==> config.mk <==
export PLATFORM = sky130hd
export DESIGN_NAME = mp_addr_rx
export DESIGN_NICKNAME = d
export VERILOG_FILES = /design/src/rtl/mpuart_pkg.sv /design/src/rtl/rx_line_sync.sv /design/src/rtl/rx_frame_fsm.sv /design/src/rtl/rx_addr_filter.sv /design/src/rtl/mp_addr_rx.sv
export SDC_FILE = /design/constraint.sdc
export NUM_CORES = 1
export LEC_CHECK = 0
export BUFFER_PORTS_ARGS = -buffer_cell sky130_fd_sc_hd__clkbuf_2
export CAP_MARGIN = 10
export CORE_MARGIN = 3
export CORE_UTILIZATION = 44
export CTS_CLUSTER_DIAMETER = 150
export CTS_CLUSTER_SIZE = 14
export DETAILED_ROUTE_END_ITERATION = 10
export HOLD_SLACK_MARGIN = 0.03
export RECOVER_POWER = 50
export SETUP_SLACK_MARGIN = 0.4
export SYNTH_ARGS = -nofsm -noshare
export SYNTH_HDL_FRONTEND = slang
export SYNTH_SLANG_ARGS = --single-unit
==> constraint.sdc <==
create_clock -name clk -period 2.4 [get_ports clk]
set_input_delay 0.24 -clock clk [delete_from_list [all_inputs] [get_ports clk]]
set_output_delay 0.24 -clock clk [all_outputs]
set_load 0.02 [all_outputs]
==> src/rtl/mpuart_pkg.sv <==
package mpuart_pkg;
  localparam int WORD_W = 8;

  typedef enum logic [2:0] {
    ST_IDLE, ST_START, ST_DATA, ST_FLAG, ST_STOP1, ST_STOP2
  } rx_state_e;

  typedef struct packed {
    logic [WORD_W-1:0] word;
    logic              flag;
    logic              ferr;
  } rx_frame_t;
endpackage

==> src/rtl/rx_line_sync.sv <==
module rx_line_sync #(
  parameter int STAGES = 2
) (
  input  logic clk,
  input  logic rst,
  input  logic rxd,
  output logic rxd_s,
  output logic fall
);
  logic [STAGES-1:0] sh_q;
  logic              prev_q;

  always_ff @(posedge clk) begin
    if (rst) begin
      sh_q   <= '1;
      prev_q <= 1'b1;
    end else begin
      sh_q   <= {sh_q[STAGES-2:0], rxd};
      prev_q <= sh_q[STAGES-1];
    end
  end

  assign rxd_s = sh_q[STAGES-1];
  assign fall  = prev_q & ~sh_q[STAGES-1];
endmodule

==> src/rtl/rx_frame_fsm.sv <==
module rx_frame_fsm
  import mpuart_pkg::*;
#(
  parameter int OVS = 8
) (
  input  logic      clk,
  input  logic      rst,
  input  logic      tick,
  input  logic      rxd_s,
  input  logic      fall,
  input  logic      bits8,
  input  logic      stop2,
  input  logic      msb_first,
  output logic      done,
  output rx_frame_t frame
);
  localparam int CW = (OVS > 2) ? $clog2(OVS) : 1;
  localparam int IW = $clog2(WORD_W);
  localparam logic [CW-1:0] HALF_M1 = CW'(OVS / 2 - 1);
  localparam logic [CW-1:0] FULL_M1 = CW'(OVS - 1);

  rx_state_e         st_q;
  logic [CW-1:0]     cnt_q;
  logic [IW-1:0]     idx_q;
  logic [WORD_W-1:0] word_q;
  logic              flag_q, ferr_q, done_q;
  logic [IW-1:0]     last_idx, pos;

  assign last_idx = bits8 ? IW'(WORD_W - 1) : IW'(WORD_W - 2);
  assign pos      = msb_first ? (last_idx - idx_q) : idx_q;

  always_ff @(posedge clk) begin
    if (rst) begin
      st_q   <= ST_IDLE;
      cnt_q  <= '0;
      idx_q  <= '0;
      word_q <= '0;
      flag_q <= 1'b0;
      ferr_q <= 1'b0;
      done_q <= 1'b0;
    end else begin
      done_q <= 1'b0;
      case (st_q)
        ST_IDLE: begin
          if (fall) begin
            st_q  <= ST_START;
            cnt_q <= '0;
          end
        end
        ST_START: begin
          if (tick) begin
            if (cnt_q == HALF_M1) begin
              cnt_q <= '0;
              if (rxd_s) begin
                st_q <= ST_IDLE;
              end else begin
                st_q   <= ST_DATA;
                idx_q  <= '0;
                word_q <= '0;
                ferr_q <= 1'b0;
              end
            end else begin
              cnt_q <= cnt_q + 1'b1;
            end
          end
        end
        default: begin
          if (tick) begin
            if (cnt_q == FULL_M1) begin
              cnt_q <= '0;
              case (st_q)
                ST_DATA: begin
                  word_q[pos] <= rxd_s;
                  if (idx_q == last_idx) st_q <= ST_FLAG;
                  else idx_q <= idx_q + 1'b1;
                end
                ST_FLAG: begin
                  flag_q <= rxd_s;
                  st_q   <= ST_STOP1;
                end
                ST_STOP1: begin
                  ferr_q <= ~rxd_s;
                  if (stop2) begin
                    st_q <= ST_STOP2;
                  end else begin
                    st_q   <= ST_IDLE;
                    done_q <= 1'b1;
                  end
                end
                ST_STOP2: begin
                  ferr_q <= ferr_q | ~rxd_s;
                  st_q   <= ST_IDLE;
                  done_q <= 1'b1;
                end
                default: st_q <= ST_IDLE;
              endcase
            end else begin
              cnt_q <= cnt_q + 1'b1;
            end
          end
        end
      endcase
    end
  end

  assign done  = done_q;
  assign frame = '{word: word_q, flag: flag_q, ferr: ferr_q};
endmodule

==> src/rtl/rx_addr_filter.sv <==
module rx_addr_filter
  import mpuart_pkg::*;
(
  input  logic              clk,
  input  logic              rst,
  input  logic              done,
  input  rx_frame_t         frame,
  input  logic              bits8,
  input  logic [WORD_W-1:0] slave_addr,
  output logic [WORD_W-1:0] out_word,
  output logic              out_is_addr,
  output logic              out_valid,
  output logic              out_ferr,
  output logic              sel
);
  logic match;
  assign match = bits8 ? (frame.word == slave_addr)
                       : (frame.word[WORD_W-2:0] == slave_addr[WORD_W-2:0]);

  always_ff @(posedge clk) begin
    if (rst) begin
      out_word    <= '0;
      out_is_addr <= 1'b0;
      out_valid   <= 1'b0;
      out_ferr    <= 1'b0;
      sel         <= 1'b0;
    end else begin
      out_valid <= 1'b0;
      out_ferr  <= 1'b0;
      if (done) begin
        if (frame.ferr) begin
          out_ferr <= 1'b1;
        end else if (frame.flag) begin
          out_valid   <= 1'b1;
          out_is_addr <= 1'b1;
          out_word    <= frame.word;
          sel         <= match;
        end else if (sel) begin
          out_valid   <= 1'b1;
          out_is_addr <= 1'b0;
          out_word    <= frame.word;
        end
      end
    end
  end
endmodule

==> src/rtl/mp_addr_rx.sv <==
module mp_addr_rx
  import mpuart_pkg::*;
#(
  parameter int OVS         = 8,
  parameter int SYNC_STAGES = 2
) (
  input  logic              clk,
  input  logic              rst,
  input  logic              os_tick,
  input  logic              rxd,
  input  logic              cfg_bits8,
  input  logic              cfg_stop2,
  input  logic              cfg_msb_first,
  input  logic [WORD_W-1:0] cfg_slave_addr,
  output logic [WORD_W-1:0] out_word,
  output logic              out_is_addr,
  output logic              out_valid,
  output logic              out_frame_err
);
  logic      rxd_s, fall, done, sel_q;
  rx_frame_t frame;

  rx_line_sync #(.STAGES(SYNC_STAGES)) sync_i (
    .clk(clk), .rst(rst), .rxd(rxd), .rxd_s(rxd_s), .fall(fall)
  );

  rx_frame_fsm #(.OVS(OVS)) fsm_i (
    .clk(clk), .rst(rst), .tick(os_tick), .rxd_s(rxd_s), .fall(fall),
    .bits8(cfg_bits8), .stop2(cfg_stop2), .msb_first(cfg_msb_first),
    .done(done), .frame(frame)
  );

  rx_addr_filter filt_i (
    .clk(clk), .rst(rst), .done(done), .frame(frame), .bits8(cfg_bits8),
    .slave_addr(cfg_slave_addr), .out_word(out_word),
    .out_is_addr(out_is_addr), .out_valid(out_valid),
    .out_ferr(out_frame_err), .sel(sel_q)
  );
endmodule

==> results of run 1 <==
## metal layers
metal / vias up / routed length (um)
li1: 808 / -
met1: 693 / 1960
met2: 35 / 1700
met3: 4 / 177
met4: 0 / 32
met5: - / 0
## final timing paths
path | end | from | depth (start not counted)
worst max-delay path | fsm_i.word_q[0] | fsm_i.cnt_q[1] | 8
worst min-delay path | sync_i.sh_q[0] | rxd | 2
worst min register to register | sync_i.sh_q[1] | sync_i.sh_q[0] | 1
worst max register to register | fsm_i.word_q[0] | fsm_i.cnt_q[1] | 8
## state kept, by name (all words and copies together), names as in the netlist, 2 cells and up
name / cells
filt_i.out_word: 8
fsm_i.cnt_q: 3
fsm_i.idx_q: 3
fsm_i.st_q: 3
fsm_i.word_q: 8
sync_i.sh_q: 2
## cell families (layout without fill, tap and decap cells)
logic type / count (synthesis) / after routing / share of synthesized area [%]
adder cells (fa/ha/maj): 7 / 7 / 4.68
multiplexers: 10 / 10 / 5.55
XOR/XNOR: 9 / 9 / 4.21
buffers and inverters: 21 / 48 / 6.15
AND/OR/NAND/NOR: 76 / 76 / 22.8
flip-flops: 35 / 35 / 37.4
AO/OA/AOI/OAI: 53 / 53 / 19.2
## critical path, stage by stage, from the launching register on
cell and delay [ps]:
dfxtp_1 340, ha_2 200, ha_1 150, and4bb_1 180
o21ai_1 60, buf_4 190, or3_4 410, a21oi_1 140
o32ai_1 90
## placed cells by master (no fill, tap or decap), types with 2 or more instances in the layout
master / instances
o21a_1: 5
o211ai_1: 2
nand3b_1: 2
nand2_1: 20
o32ai_1: 4
ha_1: 5
nor2b_1: 3
nand2b_1: 4
or2_2: 3
clkbuf_8: 6
o21ai_1: 2
clkbuf_2: 13
nor2_1: 17
dfxtp_1: 32
a21oi_1: 11
nand4_1: 2
dfxtp_2: 2
clkbuf_1: 13
a21oi_2: 4
and3_1: 2
a2111oi_0: 2
mux2i_1: 9
or3_1: 3
inv_1: 10
nor3b_1: 2
nand3_1: 4
o21ai_0: 10
buf_4: 4
a211oi_1: 2
nor3_2: 2
xnor2_1: 8
a32o_1: 4
## through the flow
stage | utilization [%] | instance area (sq um) | hold slack (ps)
final | 53.1 | 2160 | 145
after global routing | 53.1 | 2160 | 139
after CTS | 52.7 | 2140 | 139
after detailed placement | 49.8 | 2020 | 406
after global placement | 49.8 | 2020 | 405
after floorplan | - | 1870 | 344
## power by group through the flow
stage	clock network [mW]	registers (mW)	logic, mW
after global placement	0	0.608	0.0942
after detailed placement	0	0.608	0.0934
after CTS	0.556	0.594	0.0939
final	0.538	0.594	0.0943
after global routing	0.579	0.595	0.104
after floorplan	0	0.602	0.0745
## cell type report
cell class,count,area share [%]
clock inverter,2,1.63
timing repair buffer,30,6.67
clock buffer,6,3.83
tap,50,2.90
sequential,35,32.8
multi-input combinational,155,50.4
inverter,10,1.74
## synth_stat cells, types with 2 or more instances
cell,number
or3_1,4
nand3b_1,2
a32o_1,4
buf_6,4
nand4_1,2
o32ai_1,4
and3_1,2
o211ai_1,2
or2_2,3
o21a_1,5
nand2_1,20
a21oi_1,14
nor2_1,17
a2111oi_0,2
xnor2_1,8
inv_1,10
clkbuf_1,4
buf_2,2
o21ai_0,10
o21ai_1,2
mux2i_1,9
nand3_1,4
a211oi_1,2
nand2b_1,4
nor3b_1,2
dfxtp_1,35
ha_1,7
nor2b_1,3
nor3_2,2
## what timing repair did
action,CTS,global route
gates resized for setup,1,9
hold buffers,0,0
gates cloned,0,0
setup endpoints to repair,1,6
==> impl_results.md, run 1 <==
* Yosys top cell by area: dfxtp_1
* Gate power share at 7.7%
* Post-Layout Cell Count at 288
* DRT Pass-1 Iters at 4
* Fmax at 0.519 GHz
* Switching power at 0.264 mW
* Ys async rst share at 0%
* Post-synth EDFFs at 0
* Gr usage total at 15.5%
* Via Count at 1,540
* First-pass GRT wire length at 6290 um
* GPL Wtd Cong at 0.759
* Total grt overflow at 0
* Worst setup EP type: flop
* Startpoint types: flop
* GR met3 Demand/Resource at 4.49%
* Final worst path period share at 80.3%
* Seq/Total Area, Yosys at 37.4%
* Slew Viols, Final at 0
* Fin. Hold Viols at 0
* Reg2reg setup slack at 470 ps
* Die X at 71.2 um
* Clk sinks at 35
* N_diodes at 0
* DRT antenna net count at 0
* Starting density of the core at 46.1%
* I/O Pins at 26
* Clock slew seen by the registers of the worst setup and hold paths at 70 ps
* IO buf count at 25
* Site row count at 23
* Crit path DAT at 2040 ps
* Setup violators final at 0
* Seq pwr share at 48.4%
* Filler Cell Count at 388
* Crit-path max FO at 12
* Die area at 5070 sq um
* Peak supply drop at 0.344 mV
* CTS tree: built
* Share of cells above drive strength 1 at 19.7%
* DR WL/cell at 13.4 um
* Final #Nets at 259
* Worst Tran Pin Value at 1370 ps
* RSZ-0062 raised after global routing: false
* Postcts setup bufs at 0
* CTS H-tree depth at 2
* Iteration-0 DRC Markers at 56
* Hold Crit Class: in2reg
* Critical Path RT at 2520 ps
* Setup slack after layout at 473 ps
* Synth Register Bits at 35
* Met2 Usage GRT at 24.6%
* Leak at 0.734 nW
* Pin count of the biggest net entering global routing at 30
* Top cells by area in the synthesized netlist: dfxtp_1, mux2i_1, ha_1, nand2_1, a21oi_1
* Pre-CTS setup slack at 395 ps
* Core ar. at 4060 sq um
* Main synth FF type: dfxtp_1
* Post-Route Skew at 8.61 ps
* Ys Warns at 0
* Headroom to the max-slew limit at 8.60%
* PD cells at 569 nW/um^2
* Synthesis-to-layout area growth at 15.2%
* Mapped Cells at 211
* Status: finished clean
* Vias per cell at 5.35
* Syn Nets at 233
* PnR Total Power at 1.23 mW
* Initial antenna violation count at 0
* Mapped Area at 1870 sq um
* Register Area at 707 sq um
* Met1 Use GR at 20.9%
* P_int at 0.962 mW
* DRT Wirelength at 3860 um
* Switching Share at 21.5%
* Total CTS buffers at 5
* Gr busiest metal: met2
* Share of Yosys cell area claimed by the top area cell type at 37.4%
* Crit Path Class: reg2reg
* Die Y at 71.2 um
* Drt drc at 0
* Latest clock arrival within the worst-skew pair at 280 ps
* Clock Path Buffers at 2
* Placed insts at 280
* Setup TNS at 0 ps
* Multi-input logic area at 1090 sq um
* Detailed placer's ending HPWL at 2770 um
* Crit path time final at 1930 ps
* Mapped Avg Cell Area at 8.87 sq um
* Max_cap viols at 0
* Unique masters post-synth at 51
* Vias in the first global route at 1,367
* Clk root buf: clkbuf_8
* Clock group share of total power at 43.9%
Note: power is estimated with default switching activity, not from simulation.
==> inputs of run 2 (changes only) <==
- clock period: 2.4 -> 1.8 ns (I/O delays scaled with it)
==> impl_results.md, run 2 (same netlist as run 1, synthesis figures left out) <==
* Total grt overflow at 0 (unchanged)
* Die Y at 71.2 um (unchanged)
* Total CTS buffers at 5 (unchanged)
* Crit Path Class: reg2reg (unchanged)
* Clk root buf: clkbuf_8 (unchanged)
* GPL Wtd Cong at 0.849 (was 0.759)
* Most common cell after layout, fill and taps aside: dfxtp_1 (unchanged)
* R2r endpoint: fsm_i.word_q[7] (was fsm_i.word_q[0])
* Critical Path RT at 1980 ps (was 2520 ps)
* Clock slew seen by the registers of the worst setup and hold paths at 70 ps (about the same)
* Hold Crit Class: in2reg (unchanged)
* DR WL/cell at 15.4 um (was 13.4 um)
* Headroom to the max-slew limit at 53.4% (was 8.60%)
* IO buf count at 25 (unchanged)
* Commonest cells after routing, fill and taps aside: dfxtp_1, buf_4, nand2_1, nor2_1 (was dfxtp_1, nand2_1, nor2_1, clkbuf_2, clkbuf_1)
* Max_cap viols at 0 (unchanged)
* Post-Layout Cell Count at 307 (was 288)
* Die X at 71.2 um (unchanged)
* Site row count at 23 (unchanged)
* Crit path DAT at 1940 ps (was 2040 ps)
* Leak at 0.855 nW (was 0.734 nW)
* Synthesis-to-layout area growth at 34.4% (was 15.2%)
* Status: finished clean (unchanged)
* Post-Route Skew at 5.24 ps (was 8.61 ps)
* Pin count of the biggest net entering global routing at 21 (was 30)
* DRT Wirelength at 4730 um (was 3860 um)
* Gr usage total at 18.8% (was 15.5%)
* I/O Pins at 26 (unchanged)
* Crit-path max FO at 3 (was 12)
* Placement Cell Area at 2190 sq um (was 2020 sq um)
* Clk sinks at 35 (unchanged)
* Via Count at 1,712 (was 1,540)
* PnR Total Power at 1.75 mW (was 1.23 mW)
* Final #Nets at 278 (was 259)
* Fin. Hold Viols at 0 (unchanged)
* DRT Pass-1 Iters at 4 (unchanged)
* Fmax at 0.568 GHz (was 0.519 GHz)
* Worst Tran Pin Value at 699 ps (was 1370 ps)
* Worst Reg-to-Reg Cells at 7 (was 8)
* WHS Path Cells at 2 (unchanged)
* DRT antenna net count at 0 (unchanged)
* Hold Crit Endpoint: sync_i.sh_q[0] (unchanged)
* Clock Path Buffers at 2 (unchanged)
* Drt drc at 0 (unchanged)
* CTS tree: built (unchanged)
* Slew Viols, Final at 0 (unchanged)
* First-pass GRT wire length at 7570 um (was 6290 um)
* Placed insts at 288 (was 280)
* Worst r2r src: fsm_i.idx_q[0] (was fsm_i.cnt_q[1])
* Vias in the first global route at 1,665 (was 1,367)
* Hold Path Origin: rxd (unchanged)
* Share of cells above drive strength 1 at 36.6% (was 19.7%)
* Crit path time final at 1760 ps (was 1930 ps)
* Final worst path period share at 97.8% (was 80.3%)
* Core ar. at 4060 sq um (unchanged)
* Initial antenna violation count at 0 (unchanged)
* Peak supply drop at 0.434 mV (was 0.344 mV)
* Starting density of the core at 46.1% (unchanged)
* Reg2reg setup slack at 40 ps (was 470 ps)
* Die area at 5070 sq um (unchanged)
* Worst setup EP type: flop (unchanged)
* Biggest regs: filt_i.out_word x8, fsm_i.word_q x8 (unchanged)
* PD cells at 696 nW/um^2 (was 569 nW/um^2)
* Iteration-0 DRC Markers at 82 (was 56)
* RSZ-0062 raised after global routing: true (was false)
* Final instance area at 2520 sq um (was 2160 sq um)
* Setup violators final at 0 (unchanged)
* CTS H-tree depth at 2 (unchanged)
* Startpoint types: flop (unchanged)
* Detailed placer's ending HPWL at 3380 um (was 2770 um)
* Latest clock arrival within the worst-skew pair at 290 ps (was 280 ps)
* Vias per cell at 5.58 (was 5.35)
* N_diodes at 0 (unchanged)
[run 2: where the power goes]
group,total [mW],internal (mW),switching [mW]
Clock,0.785,0.498,0.288
Sequential,0.785,0.778,0.00703
Combinational,0.180,0.0813,0.0983
[run 2: worst max path at each step]
stage	startpoint	endpoint	slack [ps]
6_report	fsm_i.idx_q[0]	fsm_i.word_q[7]	40
5_1_grt	fsm_i.idx_q[0]	fsm_i.word_q[7]	-50
4_1_cts	fsm_i.cnt_q[1]	fsm_i.word_q[3]	40
3_5_place_dp	fsm_i.cnt_q[0]	fsm_i.word_q[3]	-20
3_3_place_gp	fsm_i.cnt_q[0]	fsm_i.word_q[1]	80
2_1_floorplan	fsm_i.idx_q[0]	fsm_i.word_q[7]	130
[run 2: metal layers]
| layer | track usage [%] | vias to the layer above | share of wire (%) |
|---|---|---|---|
| met1 | 20.8 | 811 | 40 |
| met4 | 6.47 | 0 | 1.4 |
| met5 | 0 | - | 0 |
| li1 | - | 839 | - |
| met3 | 5.47 | 11 | 5.1 |
| met2 | 34.2 | 51 | 53 |
[run 2: timing repair]
item,in CTS,in global routing
hold buffers,0,0
gates resized for setup,9,25
endpoints found under the setup margin,27,23
pin swaps,14,10
gates cloned,0,0
buffers inserted,6,5
[run 2: final cells by class]
class | count | area (sq um)
clock buffer | 7 | 97.6
clock inverter | 1 | 30.0
fill | 353 | 1540
inverter | 10 | 37.5
multi-input combinational | 155 | 1270
sequential | 35 | 717
tap | 50 | 62.6
timing repair buffer | 49 | 299
[run 2: through the flow]
stage                     utilization [%]  hold slack (ps)  setup TNS, ps  worst slack [ps]
after floorplan                         -              284              0               131
after global placement               53.9              363              0              81.0
after detailed placement             53.9              367          -16.3             -16.3
after CTS                            59.1             63.0              0              37.4
after global routing                 62.0             62.2          -70.0             -45.1
final                                62.0             67.1              0              39.5
[run 2: worst max-delay path: stages (launching register included)]
cell     delay [ps]
dfxtp_4         360
ha_4            160
ha_4            210
or3b_4          380
o21a_1          140
o21ai_1         110
nand2_1          60
a32o_1          220
